### src/rtl/smb_host_pkg.sv
// Shared offsets, bit positions and protocol codes of the SMBus host registers.
// Assumes a byte-wide register bus; offsets are 4 bits, zero-extended by users.
package smb_host_pkg;
    localparam int BYTE_W = 8;

    localparam logic [3:0] OFS_STS = 4'h0;
    localparam logic [3:0] OFS_CTL = 4'h2;
    localparam logic [3:0] OFS_CMD = 4'h3;
    localparam logic [3:0] OFS_ADR = 4'h4;
    localparam logic [3:0] OFS_D0  = 4'h5;
    localparam logic [3:0] OFS_D1  = 4'h6;
    localparam logic [3:0] OFS_BLK = 4'h7;
    localparam logic [3:0] OFS_AUX = 4'hD;

    localparam int ST_BUSY   = 0;
    localparam int ST_DONE   = 1;
    localparam int ST_DEVERR = 2;
    localparam int ST_FAILED = 4;
    localparam int ST_BYTEDN = 7;

    localparam int CT_IEN   = 0;
    localparam int CT_KILL  = 1;
    localparam int CT_PLO   = 2;
    localparam int CT_PHI   = 4;
    localparam int CT_START = 6;

    localparam logic [2:0] PR_BYTE   = 3'd1;
    localparam logic [2:0] PR_BDATA  = 3'd2;
    localparam logic [2:0] PR_WORD   = 3'd3;
    localparam logic [2:0] PR_PCALL  = 3'd4;
    localparam logic [2:0] PR_BLOCK  = 3'd5;
    localparam logic [2:0] PR_I2CRD  = 3'd6;
    localparam logic [2:0] PR_RSVD   = 3'd7;
endpackage

### src/rtl/smb_status_reg.sv
// Status flag register: busy in bit 0 follows set/clear strobes with set
// winning; bits 7:1 are write-one-to-clear with hardware sets winning.
// Assumes set strobes arrive as a mask aligned to the status bit positions.
module smb_status_reg
    import smb_host_pkg::*;
(
    input  logic              clk,
    input  logic              rst_n,
    input  logic              clr_en,
    input  logic [BYTE_W-1:0] clr_mask,
    input  logic [BYTE_W-1:0] set_mask,
    input  logic              busy_set,
    input  logic              busy_clr,
    output logic [BYTE_W-1:0] stat
);
    logic [BYTE_W-1:0] clr_eff;

    // Software clear applies only while a status write is present.
    always_comb clr_eff = clr_en ? clr_mask : '0;

    // Flag update: busy by strobes, other bits clear-then-set.
    always_ff @(posedge clk) begin
        if (!rst_n) begin
            stat <= '0;
        end else begin
            for (int b = 1; b < BYTE_W; b++) begin
                stat[b] <= (stat[b] & ~clr_eff[b]) | set_mask[b];
            end
            if (busy_set)
                stat[ST_BUSY] <= 1'b1;
            else if (busy_clr)
                stat[ST_BUSY] <= 1'b0;
        end
    end
endmodule

### src/rtl/smb_dispatch.sv
// Transaction dispatcher: accepts a run strobe, refuses it on a latched
// device error or a reserved protocol, otherwise latches the request fields,
// pulses eng_req and waits for the engine answer. Kill drops the wait.
// Assumes the engine answers at most once per request, any cycle after it.
module smb_dispatch
    import smb_host_pkg::*;
(
    input  logic              clk,
    input  logic              rst_n,
    input  logic              run_req,
    input  logic [2:0]        run_proto,
    input  logic              dev_err_now,
    input  logic              kill,
    input  logic [BYTE_W-1:0] adr_reg,
    input  logic [BYTE_W-1:0] cmd_reg,
    input  logic [BYTE_W-1:0] d0_reg,
    input  logic [BYTE_W-1:0] d1_reg,
    input  logic [BYTE_W-1:0] blk_reg,
    input  logic              eng_done,
    input  logic              eng_err,
    input  logic [2*BYTE_W-1:0] eng_rdata,
    output logic              issue,
    output logic              refuse,
    output logic              outstanding,
    output logic              fin_ok,
    output logic              fin_err,
    output logic              fin_block,
    output logic              cap_d0_en,
    output logic              cap_d1_en,
    output logic              cap_blk_en,
    output logic [BYTE_W-1:0] cap_d0,
    output logic [BYTE_W-1:0] cap_d1,
    output logic [BYTE_W-1:0] cap_blk,
    output logic              eng_req,
    output logic [2:0]        eng_proto,
    output logic [6:0]        eng_taddr,
    output logic              eng_rnw,
    output logic [BYTE_W-1:0] eng_cmd,
    output logic [2*BYTE_W-1:0] eng_wdata,
    output logic [BYTE_W-1:0] eng_blk,
    output logic              eng_abort
);
    logic accept;
    logic is_block;

    // Decide whether a run strobe becomes a request or a device error.
    always_comb begin
        accept = run_req && !outstanding && !kill;
        refuse = accept && (dev_err_now || run_proto == PR_RSVD);
        issue  = accept && !refuse;
    end

    // Completion of the outstanding request, unless killed this cycle.
    always_comb begin
        fin_ok  = outstanding && eng_done && !eng_err && !kill;
        fin_err = outstanding && eng_done &&  eng_err && !kill;
    end

    // Outstanding flag and one-cycle request/abort pulses.
    always_ff @(posedge clk) begin
        if (!rst_n) begin
            outstanding <= 1'b0;
            eng_req     <= 1'b0;
            eng_abort   <= 1'b0;
        end else begin
            eng_req   <= issue;
            eng_abort <= kill && outstanding;
            if (issue)
                outstanding <= 1'b1;
            else if (kill || (outstanding && eng_done))
                outstanding <= 1'b0;
        end
    end

    // Request fields are captured once, on the issuing edge.
    always_ff @(posedge clk) begin
        if (!rst_n) begin
            eng_proto <= '0;
            eng_taddr <= '0;
            eng_rnw   <= 1'b0;
            eng_cmd   <= '0;
            eng_wdata <= '0;
            eng_blk   <= '0;
        end else if (issue) begin
            eng_proto <= run_proto;
            eng_taddr <= adr_reg[BYTE_W-1:1];
            eng_rnw   <= adr_reg[0] || (run_proto == PR_I2CRD);
            eng_cmd   <= cmd_reg;
            eng_wdata <= {d1_reg, d0_reg};
            eng_blk   <= blk_reg;
        end
    end

    // Which data registers take the returned word, by latched protocol.
    always_comb begin
        cap_d0_en  = 1'b0;
        cap_d1_en  = 1'b0;
        cap_blk_en = 1'b0;
        is_block   = (eng_proto == PR_BLOCK) || (eng_proto == PR_I2CRD);
        if (fin_ok) begin
            case (eng_proto)
                PR_BYTE, PR_BDATA: cap_d0_en = eng_rnw;
                PR_WORD: begin
                    cap_d0_en = eng_rnw;
                    cap_d1_en = eng_rnw;
                end
                PR_PCALL: begin
                    cap_d0_en = 1'b1;
                    cap_d1_en = 1'b1;
                end
                PR_BLOCK, PR_I2CRD: begin
                    cap_d0_en  = eng_rnw;
                    cap_blk_en = eng_rnw;
                end
                default: ;
            endcase
        end
        fin_block = fin_ok && is_block;
        cap_d0    = is_block ? eng_rdata[2*BYTE_W-1:BYTE_W] : eng_rdata[BYTE_W-1:0];
        cap_d1    = eng_rdata[2*BYTE_W-1:BYTE_W];
        cap_blk   = eng_rdata[BYTE_W-1:0];
    end
endmodule

### src/rtl/smb_read_mux.sv
// Register read multiplexer: returns the addressed register, control masked
// to its low five bits, zero for unmapped offsets.
// Assumes the auxiliary field is narrower than a byte.
module smb_read_mux
    import smb_host_pkg::*;
#(
    parameter int ADDR_W = 4,
    parameter int AUX_W  = 2,
    parameter int CTL_W  = 5
) (
    input  logic [ADDR_W-1:0] addr,
    input  logic [BYTE_W-1:0] stat,
    input  logic [CTL_W-1:0]  ctl,
    input  logic [BYTE_W-1:0] cmd,
    input  logic [BYTE_W-1:0] adr,
    input  logic [BYTE_W-1:0] d0,
    input  logic [BYTE_W-1:0] d1,
    input  logic [BYTE_W-1:0] blk,
    input  logic [AUX_W-1:0]  aux,
    output logic [BYTE_W-1:0] rdata
);
    // Offset decode to a byte.
    always_comb begin
        rdata = '0;
        if (addr == ADDR_W'(OFS_STS)) rdata = stat;
        else if (addr == ADDR_W'(OFS_CTL)) rdata = BYTE_W'(ctl);
        else if (addr == ADDR_W'(OFS_CMD)) rdata = cmd;
        else if (addr == ADDR_W'(OFS_ADR)) rdata = adr;
        else if (addr == ADDR_W'(OFS_D0))  rdata = d0;
        else if (addr == ADDR_W'(OFS_D1))  rdata = d1;
        else if (addr == ADDR_W'(OFS_BLK)) rdata = blk;
        else if (addr == ADDR_W'(OFS_AUX)) rdata = BYTE_W'(aux);
    end
endmodule

### src/rtl/smb_host_regs.sv
// SMBus host register file and dispatcher top. Decodes register accesses,
// holds the software registers and the deferred-start flag, and ties the
// status register, dispatcher and read multiplexer together.
// Assumes reg_wr and reg_rd are not asserted in the same cycle.
module smb_host_regs
    import smb_host_pkg::*;
#(
    parameter int ADDR_W = 4,
    parameter int AUX_W  = 2
) (
    input  logic                clk,
    input  logic                rst_n,
    input  logic                reg_wr,
    input  logic                reg_rd,
    input  logic [ADDR_W-1:0]   reg_addr,
    input  logic [7:0]          reg_wdata,
    output logic [7:0]          reg_rdata,
    output logic                irq,
    output logic                eng_req,
    output logic [2:0]          eng_proto,
    output logic [6:0]          eng_taddr,
    output logic                eng_rnw,
    output logic [7:0]          eng_cmd,
    output logic [15:0]         eng_wdata,
    output logic [7:0]          eng_blk,
    output logic                eng_abort,
    input  logic                eng_done,
    input  logic                eng_err,
    input  logic [15:0]         eng_rdata
);
    localparam int CTL_W = CT_PHI + 1;

    logic [CTL_W-1:0]  ctl_q;
    logic [BYTE_W-1:0] cmd_q, adr_q, d0_q, d1_q, blk_q;
    logic [AUX_W-1:0]  aux_q;
    logic              pending_q;
    logic [BYTE_W-1:0] stat;

    logic wr_sts, wr_ctl, wr_cmd, wr_adr, wr_d0, wr_d1, wr_blk, wr_aux, rd_sts;
    logic start_wr, kill_wr, imm_run, def_arm, def_run, run_req;
    logic [2:0] run_proto;
    logic [BYTE_W-1:0] set_mask;
    logic busy_set, busy_clr;

    logic issue, refuse, outstanding, fin_ok, fin_err, fin_block;
    logic cap_d0_en, cap_d1_en, cap_blk_en;
    logic [BYTE_W-1:0] cap_d0, cap_d1, cap_blk;

    // Address decode of register strobes.
    always_comb begin
        wr_sts = reg_wr && reg_addr == ADDR_W'(OFS_STS);
        wr_ctl = reg_wr && reg_addr == ADDR_W'(OFS_CTL);
        wr_cmd = reg_wr && reg_addr == ADDR_W'(OFS_CMD);
        wr_adr = reg_wr && reg_addr == ADDR_W'(OFS_ADR);
        wr_d0  = reg_wr && reg_addr == ADDR_W'(OFS_D0);
        wr_d1  = reg_wr && reg_addr == ADDR_W'(OFS_D1);
        wr_blk = reg_wr && reg_addr == ADDR_W'(OFS_BLK);
        wr_aux = reg_wr && reg_addr == ADDR_W'(OFS_AUX);
        rd_sts = reg_rd && reg_addr == ADDR_W'(OFS_STS);
    end

    // Start, kill and deferred-start decisions for this cycle.
    always_comb begin
        start_wr  = wr_ctl && reg_wdata[CT_START];
        kill_wr   = wr_ctl && reg_wdata[CT_KILL];
        imm_run   = start_wr && reg_wdata[CT_IEN] && !kill_wr;
        def_arm   = start_wr && !reg_wdata[CT_IEN] && !kill_wr && !outstanding;
        def_run   = rd_sts && pending_q;
        run_req   = imm_run || def_run;
        run_proto = imm_run ? reg_wdata[CT_PHI:CT_PLO] : ctl_q[CT_PHI:CT_PLO];
    end

    // Status set sources and busy strobes.
    always_comb begin
        set_mask            = '0;
        set_mask[ST_DONE]   = fin_ok;
        set_mask[ST_DEVERR] = fin_err || refuse;
        set_mask[ST_FAILED] = kill_wr;
        set_mask[ST_BYTEDN] = fin_block;
        busy_set            = issue || def_arm;
        busy_clr            = def_run || fin_ok || fin_err || kill_wr;
    end

    // Deferred-start flag: armed by a start without interrupts, used by a status read.
    always_ff @(posedge clk) begin
        if (!rst_n)
            pending_q <= 1'b0;
        else if (kill_wr || def_run || imm_run)
            pending_q <= 1'b0;
        else if (def_arm)
            pending_q <= 1'b1;
    end

    // Control register keeps bits 4:0; start is never stored.
    always_ff @(posedge clk) begin
        if (!rst_n)
            ctl_q <= '0;
        else if (wr_ctl)
            ctl_q <= reg_wdata[CTL_W-1:0];
    end

    // Plain software registers: command, address, auxiliary.
    always_ff @(posedge clk) begin
        if (!rst_n) begin
            cmd_q <= '0;
            adr_q <= '0;
            aux_q <= '0;
        end else begin
            if (wr_cmd) cmd_q <= reg_wdata;
            if (wr_adr) adr_q <= reg_wdata;
            if (wr_aux) aux_q <= reg_wdata[AUX_W-1:0];
        end
    end

    // Data registers: engine results take priority over software writes.
    always_ff @(posedge clk) begin
        if (!rst_n) begin
            d0_q  <= '0;
            d1_q  <= '0;
            blk_q <= '0;
        end else begin
            if (cap_d0_en)      d0_q <= cap_d0;
            else if (wr_d0)     d0_q <= reg_wdata;
            if (cap_d1_en)      d1_q <= cap_d1;
            else if (wr_d1)     d1_q <= reg_wdata;
            if (cap_blk_en)     blk_q <= cap_blk;
            else if (wr_blk)    blk_q <= reg_wdata;
        end
    end

    // Level interrupt from enable and any non-busy flag.
    always_comb irq = ctl_q[CT_IEN] && (stat[BYTE_W-1:1] != '0);

    smb_status_reg u_status (
        .clk      (clk),
        .rst_n    (rst_n),
        .clr_en   (wr_sts),
        .clr_mask (reg_wdata),
        .set_mask (set_mask),
        .busy_set (busy_set),
        .busy_clr (busy_clr),
        .stat     (stat)
    );

    smb_dispatch u_dispatch (
        .clk         (clk),
        .rst_n       (rst_n),
        .run_req     (run_req),
        .run_proto   (run_proto),
        .dev_err_now (stat[ST_DEVERR]),
        .kill        (kill_wr),
        .adr_reg     (adr_q),
        .cmd_reg     (cmd_q),
        .d0_reg      (d0_q),
        .d1_reg      (d1_q),
        .blk_reg     (blk_q),
        .eng_done    (eng_done),
        .eng_err     (eng_err),
        .eng_rdata   (eng_rdata),
        .issue       (issue),
        .refuse      (refuse),
        .outstanding (outstanding),
        .fin_ok      (fin_ok),
        .fin_err     (fin_err),
        .fin_block   (fin_block),
        .cap_d0_en   (cap_d0_en),
        .cap_d1_en   (cap_d1_en),
        .cap_blk_en  (cap_blk_en),
        .cap_d0      (cap_d0),
        .cap_d1      (cap_d1),
        .cap_blk     (cap_blk),
        .eng_req     (eng_req),
        .eng_proto   (eng_proto),
        .eng_taddr   (eng_taddr),
        .eng_rnw     (eng_rnw),
        .eng_cmd     (eng_cmd),
        .eng_wdata   (eng_wdata),
        .eng_blk     (eng_blk),
        .eng_abort   (eng_abort)
    );

    smb_read_mux #(
        .ADDR_W (ADDR_W),
        .AUX_W  (AUX_W),
        .CTL_W  (CTL_W)
    ) u_rmux (
        .addr  (reg_addr),
        .stat  (stat),
        .ctl   (ctl_q),
        .cmd   (cmd_q),
        .adr   (adr_q),
        .d0    (d0_q),
        .d1    (d1_q),
        .blk   (blk_q),
        .aux   (aux_q),
        .rdata (reg_rdata)
    );
endmodule

### config.mk
export PLATFORM = sky130hd
export DESIGN_NAME = smb_host_regs
export DESIGN_NICKNAME = d
export VERILOG_FILES = /design/src/rtl/smb_host_pkg.sv /design/src/rtl/smb_status_reg.sv /design/src/rtl/smb_dispatch.sv /design/src/rtl/smb_read_mux.sv /design/src/rtl/smb_host_regs.sv
export SDC_FILE = /design/constraint.sdc
export NUM_CORES = 1
export LEC_CHECK = 0
export ABC_AREA = 1
export BUFFER_PORTS_ARGS = -buffer_cell sky130_fd_sc_hd__clkbuf_2
export CAP_MARGIN = 20
export CELL_PAD_IN_SITES_DETAIL_PLACEMENT = 0
export CELL_PAD_IN_SITES_GLOBAL_PLACEMENT = 1
export CORE_MARGIN = 2
export CORE_UTILIZATION = 39
export DETAILED_ROUTE_END_ITERATION = 12
export PLACE_DENSITY_LB_ADDON = 0.1
export SYNTH_ARGS = -nofsm -noshare
export SYNTH_HDL_FRONTEND = slang
export SYNTH_SLANG_ARGS = --single-unit
### constraint.sdc
create_clock -name clk -period 2.3 [get_ports clk]
set_input_delay 0.345 -clock clk [delete_from_list [all_inputs] [get_ports clk]]
set_output_delay 0.345 -clock clk [all_outputs]
set_load 0.05 [all_outputs]
=== Word level (Yosys, flattened, before mapping) ===
Cells that the tools add are included.

* Reduce and logical (&&, ||, !) cells: 56
* Equality and inequality tests: 15
* Muxes and demuxes: 27
* Bitwise operators: 19

{| class="wikitable"
|+ Operator list
! kind !! count
|-
| 8-bit two-way mux || 15
|-
| 1-bit logical AND || 29
|-
| 4-bit by 3-bit == test with 1-bit output, second input constant || 4
|-
| 3-bit == test, second input constant || 5
|-
| 1-bit logical OR || 12
|-
| 2-bit nonzero test || 5
|-
| 4-bit by 2-bit == test with 1-bit output, second input constant || 2
|-
| 1-bit two-way mux || 8
|-
| 1-bit NOT || 8
|-
| 1-bit bitwise AND || 7
|-
| 7-bit nonzero test || 1
|-
| 3-bit by 2-bit == test with 1-bit output, second input constant || 2
|-
| 1-bit zero test || 5
|-
| 5-bit OR reduction || 1
|-
| 4-bit == test, second input constant || 1
|-
| 4-bit zero test || 1
|-
| 1-bit OR || 4
|-
| 1-bit one-hot mux with 2 select lines || 2
|-
| 2-bit OR reduction || 2
|-
| 3-bit by 1-bit == test with 1-bit output, second input constant || 1
|-
| 3-bit two-way mux || 1
|-
| 2-bit two-way mux || 1
|}

* Input bits: 34
* Register bits: 102
* Word-level logic and storage cells: 136
* Output and inout bits: 54

=== Depth between registers and ports, before layout ===
* Depth after elaboration: 13
* Gate-level depth with buffers: 13
* Depth with buffers taken out: 12

=== Cells and area by module ===
A second synthesis with hierarchy kept.

* Cell total of the unflattened synthesis: 829
* Area, all modules: 5300.1 um^2

{| class="wikitable"
|+ Modules (own cells, without submodules)
! module !! seq. area each (um^2) !! times used !! area each (um^2) !! cells an instance
|-
| smb_dispatch || 920.9 || 1 || 2240.9 || 356
|-
| smb_host_regs || 960.9 || 1 || 2194.6 || 315
|-
| smb_read_mux || 0.0 || 1 || 570.5 || 118
|-
| smb_status_reg || 160.2 || 1 || 294.0 || 40
|}

=== Worst setup path after synthesis ===
OpenSTA, ideal clock, no wires.

* Path type: input to output
* Start: in reg_addr[1]
* End: out reg_rdata[5]
* Path slack: -125 ps
* Stages: 4
* Path buffers: 1
* Data arrival time: 2080 ps
* Cell sequence: buf_4 nor3_4 inv_1 o21ai_0

* Word-level cells in the longest chain between the ends: 8

{| class="wikitable"
|+ RTL lines
! item !! line !! text
|-
| start, declared || smb_host_regs.sv:15 || <nowiki>input logic [ADDR_W-1:0] reg_addr,</nowiki>
|-
| 4-bit by 3-bit == test with 1-bit output || smb_read_mux.sv:31 || <nowiki>else if (addr == ADDR_W'(OFS_BLK)) rdata = blk;</nowiki>
|-
| 8-bit two-way mux || smb_read_mux.sv:31 ||
|-
| 8-bit two-way mux || smb_read_mux.sv:30 || <nowiki>else if (addr == ADDR_W'(OFS_D1)) rdata = d1;</nowiki>
|-
| 8-bit two-way mux || smb_read_mux.sv:29 || <nowiki>else if (addr == ADDR_W'(OFS_D0)) rdata = d0;</nowiki>
|-
| 8-bit two-way mux || smb_read_mux.sv:28 || <nowiki>else if (addr == ADDR_W'(OFS_ADR)) rdata = adr;</nowiki>
|-
| 8-bit two-way mux || smb_read_mux.sv:27 || <nowiki>else if (addr == ADDR_W'(OFS_CMD)) rdata = cmd;</nowiki>
|-
| 8-bit two-way mux || smb_read_mux.sv:26 || <nowiki>else if (addr == ADDR_W'(OFS_CTL)) rdata = BYTE_W'(ctl);</nowiki>
|-
| 8-bit two-way mux (*) || smb_read_mux.sv:25 || <nowiki>if (addr == ADDR_W'(OFS_STS)) rdata = stat;</nowiki>
|-
| end, declared || smb_host_regs.sv:17 || <nowiki>output logic [7:0] reg_rdata,</nowiki>
|}

Mark *: on every way between the ends. The rest lies on a longest branch, timed or not.

=== Final worst setup path ===
* Start: in reg_addr[1]
* End: out reg_rdata[7]

Same word-level chain as after synthesis.

==> impl_results.md <==
- # rows: 39
- Comb power frac: 6.5%
- Cells after Synth: 655
- Die ar.: 12,800 µm²
- Later-pin clock latency in the skew report: 0.34 ns
- CTS tree: yes
- Initial Util: 40.3%
- Most common cell after layout, fill and taps aside: nand2_1
- Leakage: 0.00225 µW
- Initial antenna violation count: 0
- Die Y: 113 µm
- P_int: 2840 µW
- Register-to-register setup slack: 0.51 ns
- Worst setup path end: reg_rdata[7]
- DR iter-0 viols: 353
- DRC Markers: 7
- Vias in the first global route: 4,342
- Hold buffer count at CTS: 0
- Detailed-route via count: 4,734
- WL/cell: 16.7 µm
- Startpoint types: primary input
- Core Util, Final: 49.3%
- CP endpoint kind: output pin
- Antenna diode count: 0
- Critical path class: primary input to output pin
- Register share of total power: 48.7%
- Post-CTS resize count: 0
- I/O Buffers: 87
- Pre-CTS setup slack: 0.156 ns
- Post-route ant nets: 0
- Ys Warns: 0
- Worst vdd ir: 0.452 mV
- Maxcap violations: 0
- Commonest cells after routing, fill and taps aside: 196 x nand2_1, 102 x dfxtp_1, 82 x a21oi_1, 81 x clkbuf_2, 58 x o21ai_0
- Total power draw: 3670 µW
- Synthesized Nets: 689
- GRT overflow: 0
- Fillers: 1,213
- Postcts setup bufs: 0
- Cell taking the most area after synthesis: dfxtp_1
- Ports: 88
- Max_slew headroom: 72.0%
- R2R cell count: 8
- Register area share after synthesis: 44.0%
- Least-Margin Pin Slew: 0.416 ns
- Fin crit period: 2.12 ns
- Crit Reg-Reg Endpoint: blk_q[0]
- Setup TNS: 0 ns
- Fraction of registers with async set/reset: 0%
- Dpl hpwl: 10,900 µm
- Area contributors post-synth: dfxtp_1 44%, nand2_1 16%, a21oi_1 8.8%
- Final hold vios: 0
- Clock Sinks: 102
- Post-synth EDFFs: 0
- Final GP Congestion: 0.898
- Switching Share: 22.7%
- Setup violators final: 0
- Clk network pwr share: 44.8%
- Failing checks: design-rule violations
- Root Buffer: clkbuf_16
- Classification of the worst-slack hold path: primary input to flip-flop
- Crit path required time: 1.96 ns
- Syn avg cell area: 7.08 µm²
- Vias/cell: 5.34
- RR Startpoint: u_dispatch.outstanding
- Unrepaired setup endpoints after global routing: no
- Fmax: 0.472 GHz
- Area Overhead vs Synth: 22.5%
- Pwr Density: 646 nW/µm²
- Slew Limit Fails: 0
- Post-Syn Area: 4640 µm²
- Top-area cell type share of the netlist area: 44.0%
- Placed instance area: 5350 µm²
- H-tree depth: 3
- Layout Skew: 0.00771 ns
- Synth unique cells: 32
- Die Wd: 113 µm
- Main synth FF type: dfxtp_1
- Final Cell Area: 5680 µm²
- Drt pass-1 iters: 9
- Synthesis-stage register bit count: 102
- Pin count of the biggest net entering global routing: 53
- CTS Buf Count: 9
- PnR worst setup slack: 0.181 ns
- Share of layout cells above drive strength 1: 20.2%
- WP data arrival: 1.77 ns
- Final net count: 772
- Tcrit/Tclk final: 92.1%
- Reg clk slew, reported paths: 0.07 ns
- Critical path fanouts, max: 8
- Total Wirelength: 14,800 µm
- Global-route wire length before repair: 24,000 µm
- GRT Overall Usage: 24.0%
- Core Box Area: 11,500 µm²
- Critical path startpoint: reg_addr[1]
- Run status: finished with violations
- Max Root-Sink Buffers: 2
- Psw: 834 µW
-- per-layer routing --
metal  global-route usage [%]  vias to the layer above  routed length [µm]  part of all wire, %
met3                     3.27                       24                 834                  5.6
met4                     8.37                        0                 295                  2.0
met5                        0                        -                   0                    0
met1                     36.1                     2202                7250                   49
li1                         -                     2333                   -                    -
met2                     35.2                      175                6440                   43
-- Yosys cell counts (3+ instances only) --
library cell / count
nand4_1: 10
nor3_1: 4
a21oi_1: 82
clkbuf_1: 16
inv_2: 6
a31oi_1: 10
dfxtp_1: 102
o211ai_1: 4
a311oi_1: 4
buf_2: 10
o2111ai_1: 4
buf_6: 4
nand2_2: 6
buf_1: 3
nand2_1: 197
inv_1: 46
o221ai_1: 3
o21ai_0: 58
nor2_1: 35
nand3_2: 4
nand3_1: 31
-- metrics by stage --
| stage | hold WS, ns | cells |
|---|---|---|
| finish | 0.238 | 886 |
| global route | 0.246 | 886 |
| CTS | 0.230 | 886 |
| detailed placement | 0.450 | 870 |
| global placement | 0.442 | 870 |
| floorplan | 0.428 | 655 |
-- kinds of logic (layout without fill, tap and decap cells) --
| group | count (synthesis) | count (layout) | synth area share [%] |
|---|---|---|---|
| AOI/OAI and AO/OA | 167 | 167 | 19.7 |
| buffers and inverters | 89 | 177 | 8.34 |
| DFF | 102 | 102 | 44.0 |
| and+or+nand+nor | 297 | 297 | 27.9 |
-- worst max-delay path, cell delays in order --
cell and delay [ns]:
clkbuf_2 0.17, nand4_1 0.19, inv_1 0.16, nand2_1 0.09
o21ai_0 0.07, a21oi_1 0.18, o211ai_1 0.11, o21ai_0 0.08
o21ai_0 0.19, buf_12 0.20
-- worst min path at each step --
stage | start | to | depth (start not counted)
after global routing | eng_rdata[10] | d1_q[2] | 3
after global placement | u_status.stat[6] | u_status.stat[6] | 2
after detailed placement | aux_q[0] | aux_q[0] | 2
after CTS | eng_rdata[10] | d1_q[2] | 3
after floorplan | u_status.stat[6] | u_status.stat[6] | 2
final | eng_rdata[10] | d1_q[2] | 3
-- registers in the layout, summed over array words and instances (netlist names) --
signal / count
u_dispatch.eng_cmd: 8
d0_q: 8
blk_q: 8
u_status.stat: 8
u_dispatch.eng_rnw: 1
u_dispatch.eng_blk: 8
ctl_q: 5
adr_q: 8
u_dispatch.outstanding: 1
u_dispatch.eng_abort: 1
aux_q: 2
u_dispatch.eng_wdata: 16
u_dispatch.eng_proto: 3
u_dispatch.eng_taddr: 7
pending_q: 1
u_dispatch.eng_req: 1
cmd_q: 8
d1_q: 8
-- layout make-up --
| class | count | area, µm² | area share (%) |
|---|---|---|---|
| flip-flops and latches | 102 | 2040 | 35.9 |
| clock inverters | 5 | 82.6 | 1.45 |
| well taps | 143 | 179 | 3.15 |
| inverters | 52 | 195 | 3.44 |
| repair buffers | 109 | 728 | 12.8 |
| clock buffers | 11 | 243 | 4.27 |
| multi-input cells | 464 | 2210 | 38.9 |
-- power by group through the flow --
| stage | Sequential (µW) | Combinational, µW | Clock, µW |
|---|---|---|---|
| 4_1_cts | 1790 | 235 | 1680 |
| 6_report | 1790 | 237 | 1640 |
| 2_1_floorplan | 1820 | 127 | 0 |
| 3_3_place_gp | 1830 | 232 | 0 |
| 3_5_place_dp | 1830 | 234 | 0 |
| 5_1_grt | 1790 | 258 | 1740 |
Note: power is estimated with default switching activity, not from simulation.
